`src/rtl/cfgport_pkg.sv`:
```
package cfgport_pkg;

    localparam int BYTE_W = 8;
    localparam int LEN_W  = 16;

    typedef enum logic [1:0] {
        PH_LOAD  = 2'd0,
        PH_LIVE  = 2'd1,
        PH_QUIET = 2'd2,
        PH_HALT  = 2'd3
    } phase_t;

    typedef struct packed {
        logic              valid;
        logic [BYTE_W-1:0] data;
    } beat_t;

    typedef struct packed {
        logic wr_fire;
        logic rd_fire;
        logic abort_hit;
    } strobe_t;

    function automatic logic [BYTE_W-1:0] flip_byte(input logic [BYTE_W-1:0] v);
        logic [BYTE_W-1:0] r;
        for (int i = 0; i < BYTE_W; i++) r[i] = v[BYTE_W-1-i];
        return r;
    endfunction

endpackage

```
`src/rtl/cfgport_swap.sv`:
```
module cfgport_swap #(
    parameter int W = 8
) (
    input  logic [W-1:0] din,
    output logic [W-1:0] dout
);
    for (genvar g = 0; g < W; g++) begin : g_bit
        assign dout[g] = din[W-1-g];
    end
endmodule

```
`src/rtl/cfgport_decode.sv`:
```
module cfgport_decode
    import cfgport_pkg::*;
(
    input  logic    sel_n,
    input  logic    wr_n,
    input  phase_t  phase,
    input  logic    cnt_nz,
    output strobe_t stb
);
    logic picked;
    logic accepting;

    assign picked    = ~sel_n;
    assign accepting = (phase == PH_LOAD) || (phase == PH_LIVE);

    always_comb begin
        stb           = '0;
        stb.wr_fire   = picked && !wr_n && accepting;
        stb.rd_fire   = picked && wr_n && (phase == PH_LIVE);
        stb.abort_hit = picked && wr_n && (phase == PH_LOAD) && cnt_nz;
    end
endmodule

```
`src/rtl/cfgport_ctrl.sv`:
```
module cfgport_ctrl
    import cfgport_pkg::*;
#(
    parameter int CW = LEN_W
) (
    input  logic          clk,
    input  logic          rst,
    input  strobe_t       stb,
    input  logic [CW-1:0] load_len,
    input  logic          persist_en,
    output phase_t        phase,
    output logic          cnt_nz,
    output logic          done,
    output logic          abort
);
    logic [CW-1:0] cnt;
    logic [CW-1:0] cnt_nxt;
    logic          last_hit;

    assign cnt_nxt  = cnt + {{(CW-1){1'b0}}, 1'b1};
    assign last_hit = (cnt_nxt == load_len);
    assign cnt_nz   = (cnt != '0);

    always_ff @(posedge clk) begin
        if (rst) begin
            phase <= PH_LOAD;
            cnt   <= '0;
            done  <= 1'b0;
            abort <= 1'b0;
        end else begin
            if (stb.wr_fire && phase == PH_LOAD) begin
                cnt <= cnt_nxt;
                if (last_hit) begin
                    done  <= 1'b1;
                    phase <= persist_en ? PH_LIVE : PH_QUIET;
                end
            end
            if (stb.abort_hit) begin
                abort <= 1'b1;
                phase <= PH_HALT;
            end
        end
    end
endmodule

```
`src/rtl/cfgport_wpath.sv`:
```
module cfgport_wpath
    import cfgport_pkg::*;
(
    input  logic              clk,
    input  logic              rst,
    input  logic              fire,
    input  logic [BYTE_W-1:0] bus_in,
    output beat_t             beat
);
    logic [BYTE_W-1:0] fixed;

    cfgport_swap #(.W(BYTE_W)) u_swap (.din(bus_in), .dout(fixed));

    always_ff @(posedge clk) begin
        if (rst) begin
            beat <= '0;
        end else begin
            beat.valid <= fire;
            if (fire) beat.data <= fixed;
        end
    end
endmodule

```
`src/rtl/cfgport_rpath.sv`:
```
module cfgport_rpath
    import cfgport_pkg::*;
(
    input  logic              clk,
    input  logic              rst,
    input  logic              fire,
    input  logic              src_valid,
    input  logic [BYTE_W-1:0] src_byte,
    output logic [BYTE_W-1:0] bus_out,
    output logic              underrun
);
    logic [BYTE_W-1:0] fixed;

    cfgport_swap #(.W(BYTE_W)) u_swap (.din(src_byte), .dout(fixed));

    always_ff @(posedge clk) begin
        if (rst) begin
            bus_out  <= '0;
            underrun <= 1'b0;
        end else if (fire) begin
            if (src_valid) begin
                bus_out <= fixed;
            end else begin
                bus_out  <= '1;
                underrun <= 1'b1;
            end
        end
    end
endmodule

```
`src/rtl/cfgport_slave.sv`:
```
module cfgport_slave
    import cfgport_pkg::*;
(
    input  logic              clk,
    input  logic              rst,
    input  logic              sel_n,
    input  logic              wr_n,
    input  logic [BYTE_W-1:0] bus_in,
    output logic [BYTE_W-1:0] bus_out,
    output logic              bus_oe,
    input  logic [LEN_W-1:0]  load_len,
    input  logic              persist_en,
    output logic              wr_valid,
    output logic [BYTE_W-1:0] wr_byte,
    input  logic              rd_valid,
    input  logic [BYTE_W-1:0] rd_byte,
    output logic              rd_ready,
    output logic              done,
    output logic              abort,
    output logic              underrun
);
    phase_t  phase;
    strobe_t stb;
    logic    cnt_nz;
    beat_t   beat;

    cfgport_decode u_dec (
        .sel_n  (sel_n),
        .wr_n   (wr_n),
        .phase  (phase),
        .cnt_nz (cnt_nz),
        .stb    (stb)
    );

    cfgport_ctrl #(.CW(LEN_W)) u_ctrl (
        .clk        (clk),
        .rst        (rst),
        .stb        (stb),
        .load_len   (load_len),
        .persist_en (persist_en),
        .phase      (phase),
        .cnt_nz     (cnt_nz),
        .done       (done),
        .abort      (abort)
    );

    cfgport_wpath u_wp (
        .clk    (clk),
        .rst    (rst),
        .fire   (stb.wr_fire),
        .bus_in (bus_in),
        .beat   (beat)
    );

    cfgport_rpath u_rp (
        .clk       (clk),
        .rst       (rst),
        .fire      (stb.rd_fire),
        .src_valid (rd_valid),
        .src_byte  (rd_byte),
        .bus_out   (bus_out),
        .underrun  (underrun)
    );

    assign wr_valid = beat.valid;
    assign wr_byte  = beat.data;
    assign bus_oe   = stb.rd_fire;
    assign rd_ready = stb.rd_fire;
endmodule

```
`config.mk`:
```
export PLATFORM = sky130hd
export DESIGN_NAME = cfgport_slave
export DESIGN_NICKNAME = d
export VERILOG_FILES = /design/src/rtl/cfgport_pkg.sv /design/src/rtl/cfgport_swap.sv /design/src/rtl/cfgport_decode.sv /design/src/rtl/cfgport_ctrl.sv /design/src/rtl/cfgport_wpath.sv /design/src/rtl/cfgport_rpath.sv /design/src/rtl/cfgport_slave.sv
export SDC_FILE = /design/constraint.sdc
export NUM_CORES = 1
export LEC_CHECK = 0
export BUFFER_PORTS_ARGS = -buffer_cell sky130_fd_sc_hd__buf_2
export CORE_ASPECT_RATIO = 0.5
export CORE_MARGIN = 5
export CORE_UTILIZATION = 45
export DETAILED_ROUTE_END_ITERATION = 16
export PLACE_DENSITY = 0.83
export REMOVE_ABC_BUFFERS = 1
export SLEW_MARGIN = 20
export SYNTH_ARGS = -nofsm -noshare
export SYNTH_HDL_FRONTEND = slang
export SYNTH_SLANG_ARGS = --single-unit
```
`constraint.sdc`:
```
create_clock -name clk -period 1.95 [get_ports clk]
set_input_delay 0.4875 -clock clk [delete_from_list [all_inputs] [get_ports clk]]
set_output_delay 0.4875 -clock clk [all_outputs]
set_load 0.02 [all_outputs]
```
Word level (Yosys, flattened, before mapping) --
Index checks and enable logic that the tools add are counted.
Cells by class: mux-type cells 5, add/sub/neg operators 1, div/mod/pow operators 0, multiply operators 0, reduce and logical (&&, ||, !) cells 16, magnitude comparators 0, bitwise logic cells 2, eq/ne operators 2, shift operators 0
Operator list (count):
- 16-bit by 1-bit adder with 16-bit output, second input constant | 1
- 16-bit equality test | 1
- 16-bit nonzero test | 1
- 2-bit two-way mux | 4
- 8-bit two-way mux | 1
- 1-bit logical AND | 7
- 2-bit AND reduction | 3
- 2-bit nonzero test | 2
- 2-bit by 1-bit equality test with 1-bit output, second input constant | 1
- 2-bit logical NOT | 1
- 1-bit NOT | 2
- 1-bit logical NOT | 1
- 1-bit logical OR | 1
Word-level totals: register bits 38, memory bits (writable) 0, output and inout bits 22, latch bits 0, memory bits (read-only) 0, memories 0

Logic depth before layout (Yosys ltp) --
Gate-level depths: netlist (run 1).
word-level depth 6, depth in mapped cells 8

Modules after synthesis --
From an unflattened synthesis (run 1), not the netlist that was laid out.
Unflattened totals: cell total of the unflattened synthesis 276, area, all modules 2319.7 µm²
By module, submodules not included:
- cfgport_ctrl | cells an instance 187, instances 1, area each 1480.2 µm²
- cfgport_rpath | cells an instance 40, instances 1, area each 372.9 µm²
- cfgport_wpath | cells an instance 28, instances 1, area each 312.8 µm²
- cfgport_swap | cells an instance 8, instances 2, area each 60.1 µm²
- cfgport_decode | cells an instance 4, instances 1, area each 26.3 µm²
- cfgport_slave | cells an instance 1, instances 1, area each 7.5 µm²

Least setup slack after synthesis (run 1) --
Ideal clock, no wire load.
kind input-to-output, start input sel_n, end output rd_ready, path buffers 3, arrival 1.512 ns, required time 1.462 ns, stages on the path 5, slack -0.050 ns, cells stage by stage nor2_1 and3_1 clkbuf_1 clkbuf_1 buf_4
Between the ends: cells in the longest elaborated chain, start to end 3
RTL lines:
- from (decl) | RTL line cfgport_slave.sv:6 | input logic sel_n,
- 1-bit NOT | RTL line cfgport_decode.sv:13 | assign picked = ~sel_n;
- 1-bit logical AND (2 in series) | RTL line cfgport_decode.sv:19 | stb.rd_fire = picked && wr_n && (phase == PH_LIVE);
- to (decl) | RTL line cfgport_slave.sv:17 | output logic rd_ready,
No other way between the ends.

Worst setup path in the final report (run 1) --
start register u_ctrl.cnt[5], end register u_ctrl.phase[1]
Between the ends: cells in the longest elaborated chain, start to end 4, elaborated cells between the ends (all ways) 8, classes of those cells add/sub (1); eq/ne (1); mux (1); reduce/logical (5)
RTL lines:
- from (decl) | RTL line cfgport_ctrl.sv:16 | logic [CW-1:0] cnt;
- from (signal assigned) | RTL line cfgport_ctrl.sv:32 | cnt <= cnt_nxt;
- 16-bit by 1-bit adder with 16-bit output / 16-bit nonzero test (equally long branches) | RTL line cfgport_ctrl.sv:20, cfgport_ctrl.sv:22
- 16-bit equality test / 1-bit logical AND (equally long branches) | RTL line cfgport_ctrl.sv:21, cfgport_decode.sv:20
- 2-bit nonzero test (no line)
- 2-bit AND reduction (no line)
- to (signal assigned) | RTL line cfgport_ctrl.sv:35 | phase <= persist_en ? PH_LIVE : PH_QUIET;
- to (decl) | RTL line cfgport_ctrl.sv:11 | output phase_t phase,
Parallel ways exist; a longest one is shown, timed or not. A chain may end at the register's enable or synchronous reset.

==> flow_metrics.py, run 1 <==
metrics = {
    "sta": {
        "rsz0062_at_grt": "true",
        "min_period_ns": 1.92,
        "fmax_mhz": 520,
        "tightestPinTransition_ns": 0.461,
        "final-setup-viol-count": 0,
        "slew_headroom_pct": 69.0,
        "finalHoldViolations": 0,
        "clock-skew-final_ns": 0.00899,
        "period_share_pct": 98.7,
        "finalSetupTns_ns": 0,
        "slew_viol_final": 0,
    },
    "global_route": {
        "busiest_layer": "met2",
        "grt_antenna_before_repair": 0,
        "use_met3_pct": 4.00,
        "grtUsageTotal_pct": 18.4,
        "grt_max_degree": 24,
        "grtUsageMet2_pct": 32.9,
        "grt_pass1_wl_um": 9160,
        "grt.overflow.total": 0,
        "grt_pass1_vias": 2073,
        "met1_usage_pct": 22.3,
    },
    "run_status": {
        "status": "complete, no violations",
    },
    "placed_design": {
        "hpwlAfterDp_um": 4350,
        "routabilityCongestion": 0.875,
        "io_buffer_count": 59,
        "dpl_cell_area_um2": 2610,
    },
    "floorplan": {
        "start_util_pct": 47.0,
        "row_count": 17,
        "fp.dieH_um": 58.2,
        "core_um2": 4450,
        "fp.dieW_um": 106,
        "io_pins": 60,
        "dieArea_um2": 6190,
    },
    "clock_tree": {
        "cts_tree": "done",
        "clk_root_buffer_cell": "clkbuf_8",
        "clock_path_buffers": 2,
        "cts_sinks": 38,
        "clk_pin_slew_ns": 0.08,
        "clk_latency_ns": 0.30,
        "cts_buffers": 5,
        "cts_max_level": 2,
        "postCtsHoldBufs": 0,
        "post_cts_buffers": 0,
    },
    "critical_path": {
        "start_kind": "flop",
        "worstReg2RegEnd": "u_ctrl.phase[1]",
        "r2r_slack_ns": 0.03,
        "arrival_ns": 2.15,
        "critPathRequiredTime_ns": 2.17,
        "path_class": "reg2reg",
        "r2r-start": "u_ctrl.cnt[5]",
        "cp_max_fo": 3,
        "worstRegToRegCells": 7,
        "end_kind": "flop",
    },
    "drt": {
        "drc_errors": 0,
        "vias": 2081,
        "viasPerCell": 5.27,
        "drt_iter0_markers": 75,
        "ant_nets": 0,
        "wl_um": 5650,
        "first_pass_iters": 5,
        "post_drt_wl_per_cell_um": 14.3,
    },
    "synth": {
        "synth_largest_area_cell": "dfxtp_1",
        "ys_ff_latch": 38,
        "synth_area_per_cell_um2": 8.14,
        "synth_top_area_share_pct": 36.4,
        "yosys_warnings": 0,
        "synth-main-ff-cell": "dfxtp_1",
        "netlist_area_um2": 2090,
        "yosysSeqAreaShare_pct": 36.4,
        "synth_cells": 257,
        "async_flop_share_pct": 0,
        "synth-edff-count": 0,
        "synth.distinct_cells": 45,
        "synthTopCellsByArea": "dfxtp_1, xnor2_1, a21oi_1",
    },
    "power_and_ir_drop": {
        "p_sw_mw": 0.429,
        "powerDensity_nw_per_um2": 621,
        "power_frac_seq_pct": 46.2,
        "internal-power_mw": 1.31,
        "swShare_pct": 24.6,
        "power_frac_comb_pct": 13.7,
        "clkPwrFrac_pct": 40.1,
        "leakagePower_nw": 1.14,
        "ir_drop_v": 0.000252,
    },
    "hold_path": {
        "hold_path.class": "in2reg",
        "holdPathEnd": "u_wp.beat[2]",
        "min-delay-start": "bus_in[5]",
        "hold_depth": 3,
    },
    "finish": {
        "fin_area_um2": 2810,
        "fin_nets": 378,
        "fin_util_pct": 63.1,
        "syn_to_final_growth_pct": 34.2,
        "insertedDiodeCount": 0,
        "layout-drive-gt1-share_pct": 36.1,
    },
    "job": {
        "cap_violations": 0,
    },
}
## critical path: stages (launching register included)
cell and delay (ns):
dfxtp_2 0.36, nand3_4 0.10, buf_4 0.15, or3_4 0.38
or3_1 0.36, a32oi_1 0.17, nand4_1 0.17, o22ai_1 0.14
## routing by layer
metal	wire length, µm	vias up
met3	222	9
met1	2550	983
met5	0	-
met2	2820	42
li1	-	1047
met4	64	0
## worst max-delay path by stage
stage | startpoint | end | slack (ns) | depth (start not counted)
after floorplan | u_ctrl.cnt[0] | u_ctrl.done | 0.003 | 7
after global placement | wr_n | u_ctrl.done | -0.10 | 7
after detailed placement | wr_n | u_ctrl.phase[1] | -0.15 | 7
after CTS | u_ctrl.cnt[1] | u_ctrl.phase[1] | 0.02 | 7
after global routing | u_ctrl.cnt[5] | u_ctrl.phase[1] | -0.06 | 7
final | u_ctrl.cnt[5] | u_ctrl.phase[1] | 0.03 | 7
## repair_timing
| item | 4_1_cts | 5_1_grt |
|---|---|---|
| gates resized for setup | 5 | 15 |
| pin swaps | 2 | 2 |
| cloned | 0 | 0 |
| endpoints found under the setup margin | 3 | 3 |
## logic make-up (layout without fill, tap and decap cells)
logic type	Yosys count	after routing	synth area share, %
adder cells (fa/ha/maj)	2	2	1.20
buffers and inverters	27	108	6.16
multiplexers	1	1	0.479
XOR/XNOR	31	31	13.0
flip-flops	38	38	36.4
AO/OA/AOI/OAI	51	51	15.0
AND/OR/NAND/NOR	107	107	27.8
## final cells by class
| class | count | area (µm²) |
|---|---|---|
| sequential | 38 | 776 |
| multi-input combinational | 192 | 1260 |
| clock buffer | 6 | 82.6 |
| tap | 57 | 71.3 |
| timing repair buffer | 93 | 551 |
| inverter | 8 | 32.5 |
| fill | 351 | 1640 |
| clock inverter | 1 | 30.0 |
## cells in the final DEF (no fill, tap or decap), types with 7 or more instances in the layout
master,n
dfxtp_1,32
buf_2,59
nand2b_1,9
xor2_1,12
xnor2_1,18
a21oi_1,23
buf_4,34
inv_1,7
nor2_1,26
nand2_1,28
o21ai_0,15
## flip-flops by register name, indices dropped and copies added (netlist names)
register	cells
u_rp.underrun	1
u_ctrl.cnt	16
u_ctrl.abort	1
u_wp.beat	9
u_ctrl.done	1
u_rp.bus_out	8
u_ctrl.phase	2
## power groups by stage
stage / logic [mW] / registers, mW / clock network (mW)
after CTS: 0.231 / 0.805 / 0.711
after global routing: 0.257 / 0.808 / 0.745
after detailed placement: 0.222 / 0.823 / 0
final: 0.238 / 0.805 / 0.699
after global placement: 0.215 / 0.821 / 0
after floorplan: 0.0906 / 0.838 / 0
## cells in the mapped netlist, types with 2 or more instances
cell type	n
nor2_1	26
or4_1	3
a21oi_1	23
xnor2_1	18
nand3_1	7
or3_1	6
and4_1	2
nor4_1	5
nand2_1	28
and3_1	2
nor4_2	2
ha_1	2
dfxtp_1	38
clkbuf_1	8
o22ai_1	3
buf_4	3
o21ai_0	15
nand4_1	6
xor2_1	13
nand2b_1	9
clkbuf_2	2
nor3_1	2
inv_1	8
buf_2	5
## through the flow
stage	worst slack [ns]	cells	hold slack [ns]	power (mW)
after floorplan	0.00271	238	0.477	0.929
after global placement	-0.104	388	0.440	1.04
after detailed placement	-0.148	388	0.450	1.04
after CTS	0.0248	395	0.428	1.75
after global routing	-0.0622	395	0.435	1.81
final	0.0252	395	0.428	1.74
No activity file was read; power rests on OpenSTA's default activity.
==> run 2, diff against run 1 <==
--- a/config.mk
+++ b/config.mk
@@ -7,7 +7,6 @@
 export LEC_CHECK = 0
 export BUFFER_PORTS_ARGS = -buffer_cell sky130_fd_sc_hd__buf_2
 export CORE_ASPECT_RATIO = 0.5
-export CORE_MARGIN = 5
 export CORE_UTILIZATION = 45
 export DETAILED_ROUTE_END_ITERATION = 16
 export PLACE_DENSITY = 0.83
==> constraint.sdc (replaced) <==
create_clock -name clk -period 1.95 [get_ports clk]
set_input_delay 0.4875 -clock clk [delete_from_list [all_inputs] [get_ports clk]]
set_output_delay 0.4875 -clock clk [all_outputs]
set_load 0.1 [all_outputs]
==> run 2 against run 1 <==
Routed wire length increased by 4.8%. Sequential cell count unchanged. Setup slack better by 0.018 ns. Non-clock buffer count shrank 1. Core utilization is 2.1 points higher. Largest cell class unchanged.
==> flow_metrics.py, run 2 (synthesized netlist as in run 1, its figures left out) <==
metrics = {
    "run_status": {
        "status": "complete, no violations",
    },
    "critical_path": {
        "cpPeakStageDelay_ns": 0.38,
        "slowest_stage": "or3_4",
        "arrival_ns": 2.13,
        "crit_family": "simple AND/OR/NAND/NOR gates",
        "worst-path-stages": 7,
        "path_buf_inv": 1,
        "cp_max_fo": 6,
        "worstRegToRegCells": 7,
        "cp_cell_sequence": "nand3_4, buf_12, or3_4, or3_1, a32oi_1, nand4_1, o22ai_1",
        "start_kind": "flop",
        "critPathRequiredTime_ns": 2.17,
        "end_kind": "flop",
        "path_class": "reg2reg",
    },
    "placed_design": {
        "hpwlAfterDp_um": 3990,
        "routabilityCongestion": 0.915,
        "dp_cells": 384,
        "dpl_cell_area_um2": 2630,
        "io_buffer_count": 59,
    },
    "clock_tree": {
        "cts_tree": "done",
        "clk_pin_slew_ns": 0.08,
        "cts_max_level": 2,
        "clk_latency_ns": 0.29,
        "cts_buffers": 5,
        "clock_path_buffers": 2,
        "postCtsHoldBufs": 0,
        "clk_root_buffer_cell": "clkbuf_8",
        "cts_sinks": 38,
    },
    "drt": {
        "drc_errors": 0,
        "drt_iter0_markers": 210,
        "viasPerCell": 5.48,
        "first_pass_iters": 6,
        "post_drt_wl_per_cell_um": 15.0,
        "vias": 2166,
        "wl_um": 5930,
        "ant_nets": 0,
    },
    "finish": {
        "insertedDiodeCount": 0,
        "top_regs": "u_ctrl.cnt (16), u_wp.beat (9), u_rp.bus_out (8)",
        "final_common_cell": "buf_2",
        "top_register": "u_ctrl.cnt",
        "final_cell_mix": "buf_2, dfxtp_1, buf_4",
        "syn_to_final_growth_pct": 38.1,
        "fill_cells": 334,
        "stdcell_count": 395,
        "fin_nets": 377,
        "fin_area_um2": 2890,
        "layout-drive-gt1-share_pct": 36.7,
        "fin_util_pct": 65.2,
        "largest_reg_flops": 16,
    },
    "sta": {
        "period_share_pct": 97.8,
        "clock-skew-final_ns": 0.00495,
        "slew_viol_final": 0,
        "finalHoldViolations": 0,
        "rsz0062_at_grt": "true",
        "tightestPinTransition_ns": 0.488,
        "min_period_ns": 1.91,
        "hold_ws_ns": 0.426,
        "slew_headroom_pct": 67.7,
        "final-setup-viol-count": 0,
        "fmax_mhz": 524,
    },
    "global_route": {
        "grt_antenna_before_repair": 0,
        "grt_pass1_wl_um": 8740,
        "grt_max_degree": 27,
        "grt.overflow.total": 0,
        "grt_pass1_vias": 2024,
        "grtUsageTotal_pct": 22.5,
    },
    "hold_path": {
        "hold_depth": 3,
        "hold_path.class": "in2reg",
    },
    "power_and_ir_drop": {
        "powerDensity_nw_per_um2": 678,
        "ir_drop_v": 0.000328,
        "leakagePower_nw": 1.17,
    },
    "job": {
        "cap_violations": 0,
    },
    "floorplan": {
        "fp.dieW_um": 98.4,
        "start_util_pct": 47.3,
        "io_pins": 60,
        "fp.dieH_um": 50.2,
        "core_um2": 4420,
        "row_count": 17,
        "dieArea_um2": 4940,
    },
}
run 2: power by group:
part	switching, mW	internal (mW)
Sequential	0.0136	0.790
Clock	0.289	0.546
Combinational	0.206	0.111
run 2: repair_timing:
item,in CTS,in global routing
hold endpoints to repair,0,0
buffers inserted,0,3
resized for setup,5,20
setup endpoints to repair,3,3
pin swaps,1,8
run 2: cell type report:
type | count | area, µm² | area share, %
clock buffer | 6 | 82.6 | 2.86
tap | 57 | 71.3 | 2.47
timing repair buffer | 92 | 602 | 20.8
sequential | 38 | 779 | 27.0
inverter | 8 | 32.5 | 1.13
clock inverter | 2 | 60.1 | 2.08
multi-input combinational | 192 | 1260 | 43.6
run 2: per-layer routing:
layer / up-vias / wire length, µm / global-route usage [%]
met5: - / 0 / 0
met4: 0 / 121 / 9.70
met3: 19 / 380 / 4.87
met2: 92 / 2940 / 39.0
met1: 1008 / 2480 / 27.4
li1: 1047 / - / -
run 2: final timing paths:
check / start / endpoint / slack, ns
setup / recovery: u_ctrl.cnt[6] / u_ctrl.phase[1] / 0.04
hold / removal: bus_in[1] / u_wp.beat[6] / 0.43
setup reg to reg: u_ctrl.cnt[6] / u_ctrl.phase[1] / 0.04
hold reg to reg: u_wp.beat[1] / u_wp.beat[1] / 0.46
run 2: stage by stage:
| stage | total power [mW] | TNS, ns | setup WS [ns] |
|---|---|---|---|
| after floorplan | 1.01 | -8.59 | -0.802 |
| after global routing | 2.02 | -0.174 | -0.0696 |
| after detailed placement | 1.12 | -0.339 | -0.0983 |
| final | 1.96 | 0 | 0.0428 |
| after CTS | 1.94 | 0 | 0.00480 |
| after global placement | 1.11 | -0.245 | -0.0776 |
run 2: worst register-to-register path, delay by kind of cell, from the launching register on:
kind	cells	cell delay (ns)
buffers and inverters	1	0.15
AOI/OAI and AO/OA	2	0.34
DFF	1	0.37
and+or+nand+nor	4	0.98
==> run 3, diff against run 2 <==
--- a/config.mk
+++ b/config.mk
@@ -9,7 +9,7 @@
 export CORE_ASPECT_RATIO = 0.5
 export CORE_UTILIZATION = 45
 export DETAILED_ROUTE_END_ITERATION = 16
-export PLACE_DENSITY = 0.83
+export PLACE_DENSITY = 0.81
 export REMOVE_ABC_BUFFERS = 1
 export SLEW_MARGIN = 20
 export SYNTH_ARGS = -nofsm -noshare
==> constraint.sdc (replaced) <==
create_clock -name clk -period 2.1 [get_ports clk]
set_input_delay 0.525 -clock clk [delete_from_list [all_inputs] [get_ports clk]]
set_output_delay 0.525 -clock clk [all_outputs]
set_load 0.1 [all_outputs]
==> run 3 against run 2 <==
Via count shrank 5.4%. Final cell count shrank 2.0%. Sequential share of layout area grew 0.96 points. Sequential power shrank 6.6%. Clock power shrank 9.6%. Global-route usage is essentially flat. Fmax shrank 5.0%. Power shrank 9.1%. Largest cell class unchanged. Highest routed layer unchanged.
==> flow_metrics.py, run 3 (synthesized netlist as in run 1, its figures left out) <==
metrics = {
    "run_status": {
        "status": "complete, no violations",
    },
    "finish": {
        "syn_to_final_growth_pct": 32.0,
        "top_regs": "u_ctrl.cnt (16), u_wp.beat (9), u_rp.bus_out (8)",
        "fin_area_um2": 2760,
        "final_common_cell": "buf_2",
        "top_register": "u_ctrl.cnt",
        "final_cell_mix": "buf_2, dfxtp_1, nand2_1",
        "largest_reg_flops": 16,
        "insertedDiodeCount": 0,
        "layout-drive-gt1-share_pct": 33.6,
        "fin_nets": 369,
    },
    "power_and_ir_drop": {
        "swShare_pct": 26.7,
        "leakagePower_nw": 1.10,
        "power_frac_comb_pct": 15.4,
        "power_frac_seq_pct": 42.2,
        "ir_drop_v": 0.000320,
        "powerDensity_nw_per_um2": 644,
        "clkPwrFrac_pct": 42.4,
        "p_sw_mw": 0.475,
        "internal-power_mw": 1.30,
        "power_mw": 1.78,
    },
    "sta": {
        "fmax_mhz": 498,
        "slew_headroom_pct": 67.7,
        "min_period_ns": 2.01,
        "finalSetupTns_ns": 0,
        "finalWorstSetupSlack_ns": 0.0917,
        "period_share_pct": 95.6,
        "slew_viol_final": 0,
        "finalHoldViolations": 0,
        "clock-skew-final_ns": 0.00436,
        "final-setup-viol-count": 0,
        "tightestPinTransition_ns": 0.488,
    },
    "floorplan": {
        "io_pins": 60,
        "fp.dieH_um": 50.2,
        "dieArea_um2": 4940,
        "start_util_pct": 47.3,
        "fp.dieW_um": 98.4,
        "core_um2": 4420,
        "row_count": 17,
    },
    "global_route": {
        "grt.overflow.total": 0,
        "grt_pass1_wl_um": 8710,
        "grt_max_degree": 26,
        "grtUsageTotal_pct": 22.4,
        "grt_pass1_vias": 1926,
        "grt_antenna_before_repair": 0,
    },
    "drt": {
        "drc_errors": 0,
        "drt_iter0_markers": 147,
        "first_pass_iters": 6,
        "viasPerCell": 5.29,
        "route.met2.wl_um": 2390,
        "ant_nets": 0,
        "wl_met3_um": 177,
        "drt-met1-wl_um": 2590,
        "top_layer": "met4",
        "vias": 2048,
        "wl_um": 5260,
        "post_drt_wl_per_cell_um": 13.6,
    },
    "placed_design": {
        "dpl_cell_area_um2": 2580,
        "hpwlAfterDp_um": 3960,
        "routabilityCongestion": 0.927,
        "io_buffer_count": 59,
        "place_ws_ns": -0.0441,
    },
    "critical_path": {
        "path_class": "reg2reg",
        "end_kind": "flop",
        "arrival_ns": 2.23,
        "cp_max_fo": 6,
        "critPathRequiredTime_ns": 2.32,
        "start_kind": "flop",
    },
    "clock_tree": {
        "clk_latency_ns": 0.30,
        "clock_path_buffers": 2,
        "clk_root_buffer_cell": "clkbuf_8",
        "cts_tree": "done",
        "clk_pin_slew_ns": 0.08,
        "postCtsHoldBufs": 0,
        "cts_sinks": 38,
        "cts_buffers": 5,
        "cts_max_level": 2,
    },
    "hold_path": {
        "hold_path.class": "in2reg",
    },
    "job": {
        "cap_violations": 0,
    },
}
[run 3: cell count changes in the layout (fill, tap and decap cells not counted), sizes merged]
cell / previous run / this run
buf: 92 / 84
clkbuf: 6 / 5
clkinv: 0 / 1
[run 3: area by class of cell]
cell class / instances / area, µm²
fillers: 379 / 1660
flip-flops and latches: 38 / 772
inverters: 8 / 30.0
well taps: 57 / 71.3
repair buffers: 84 / 513
multi-input cells: 192 / 1240
clock buffers: 5 / 68.8
clock inverters: 3 / 68.8
[run 3: power groups by stage]
stage | registers (mW) | clock network, mW | logic, mW
2_1_floorplan | 0.847 | 0 | 0.0879
3_3_place_gp | 0.764 | 0 | 0.263
3_5_place_dp | 0.765 | 0 | 0.268
4_1_cts | 0.749 | 0.772 | 0.269
5_1_grt | 0.753 | 0.810 | 0.291
6_report | 0.750 | 0.755 | 0.274
[run 3: stage by stage]
step	util, %	hold slack [ns]	std cells
after detailed placement	58.2	0.446	379
after global placement	58.2	0.439	379
after floorplan	-	0.477	238
final	62.4	0.456	387
after CTS	61.4	0.449	387
after global routing	62.4	0.447	387
[run 3: worst paths after layout]
| kind | start | end | slack [ns] | depth (start not counted) |
|---|---|---|---|---|
| max | u_ctrl.cnt[0] | u_ctrl.phase[1] | 0.09 | 7 |
| min | bus_in[1] | u_wp.beat[6] | 0.46 | 3 |
| max reg2reg | u_ctrl.cnt[0] | u_ctrl.phase[1] | 0.09 | 7 |
| min reg2reg | u_wp.beat[1] | u_wp.beat[1] | 0.46 | 2 |
[run 3: routing by layer]
metal | up-vias | global-route usage, %
li1 | 1028 | -
met1 | 957 | 28.7
met2 | 53 | 37.3
met3 | 10 | 3.90
met4 | 0 | 10.9
met5 | - | 0
[run 3: what timing repair did]
item / CTS / global route
hold endpoints to repair: 0 / 0
buffers inserted: 0 / 0
pin swaps: 0 / 5
endpoints found under the setup margin: 3 / 3
resized for setup: 1 / 13
[run 3: worst max-delay path, stage by stage (launching register included)]
cell	delay, ns
dfxtp_4	0.39
ha_4	0.17
or3b_2	0.43
o21ai_0	0.11
a211oi_1	0.15
nor4_2	0.29
nand4_1	0.20
o22ai_1	0.18
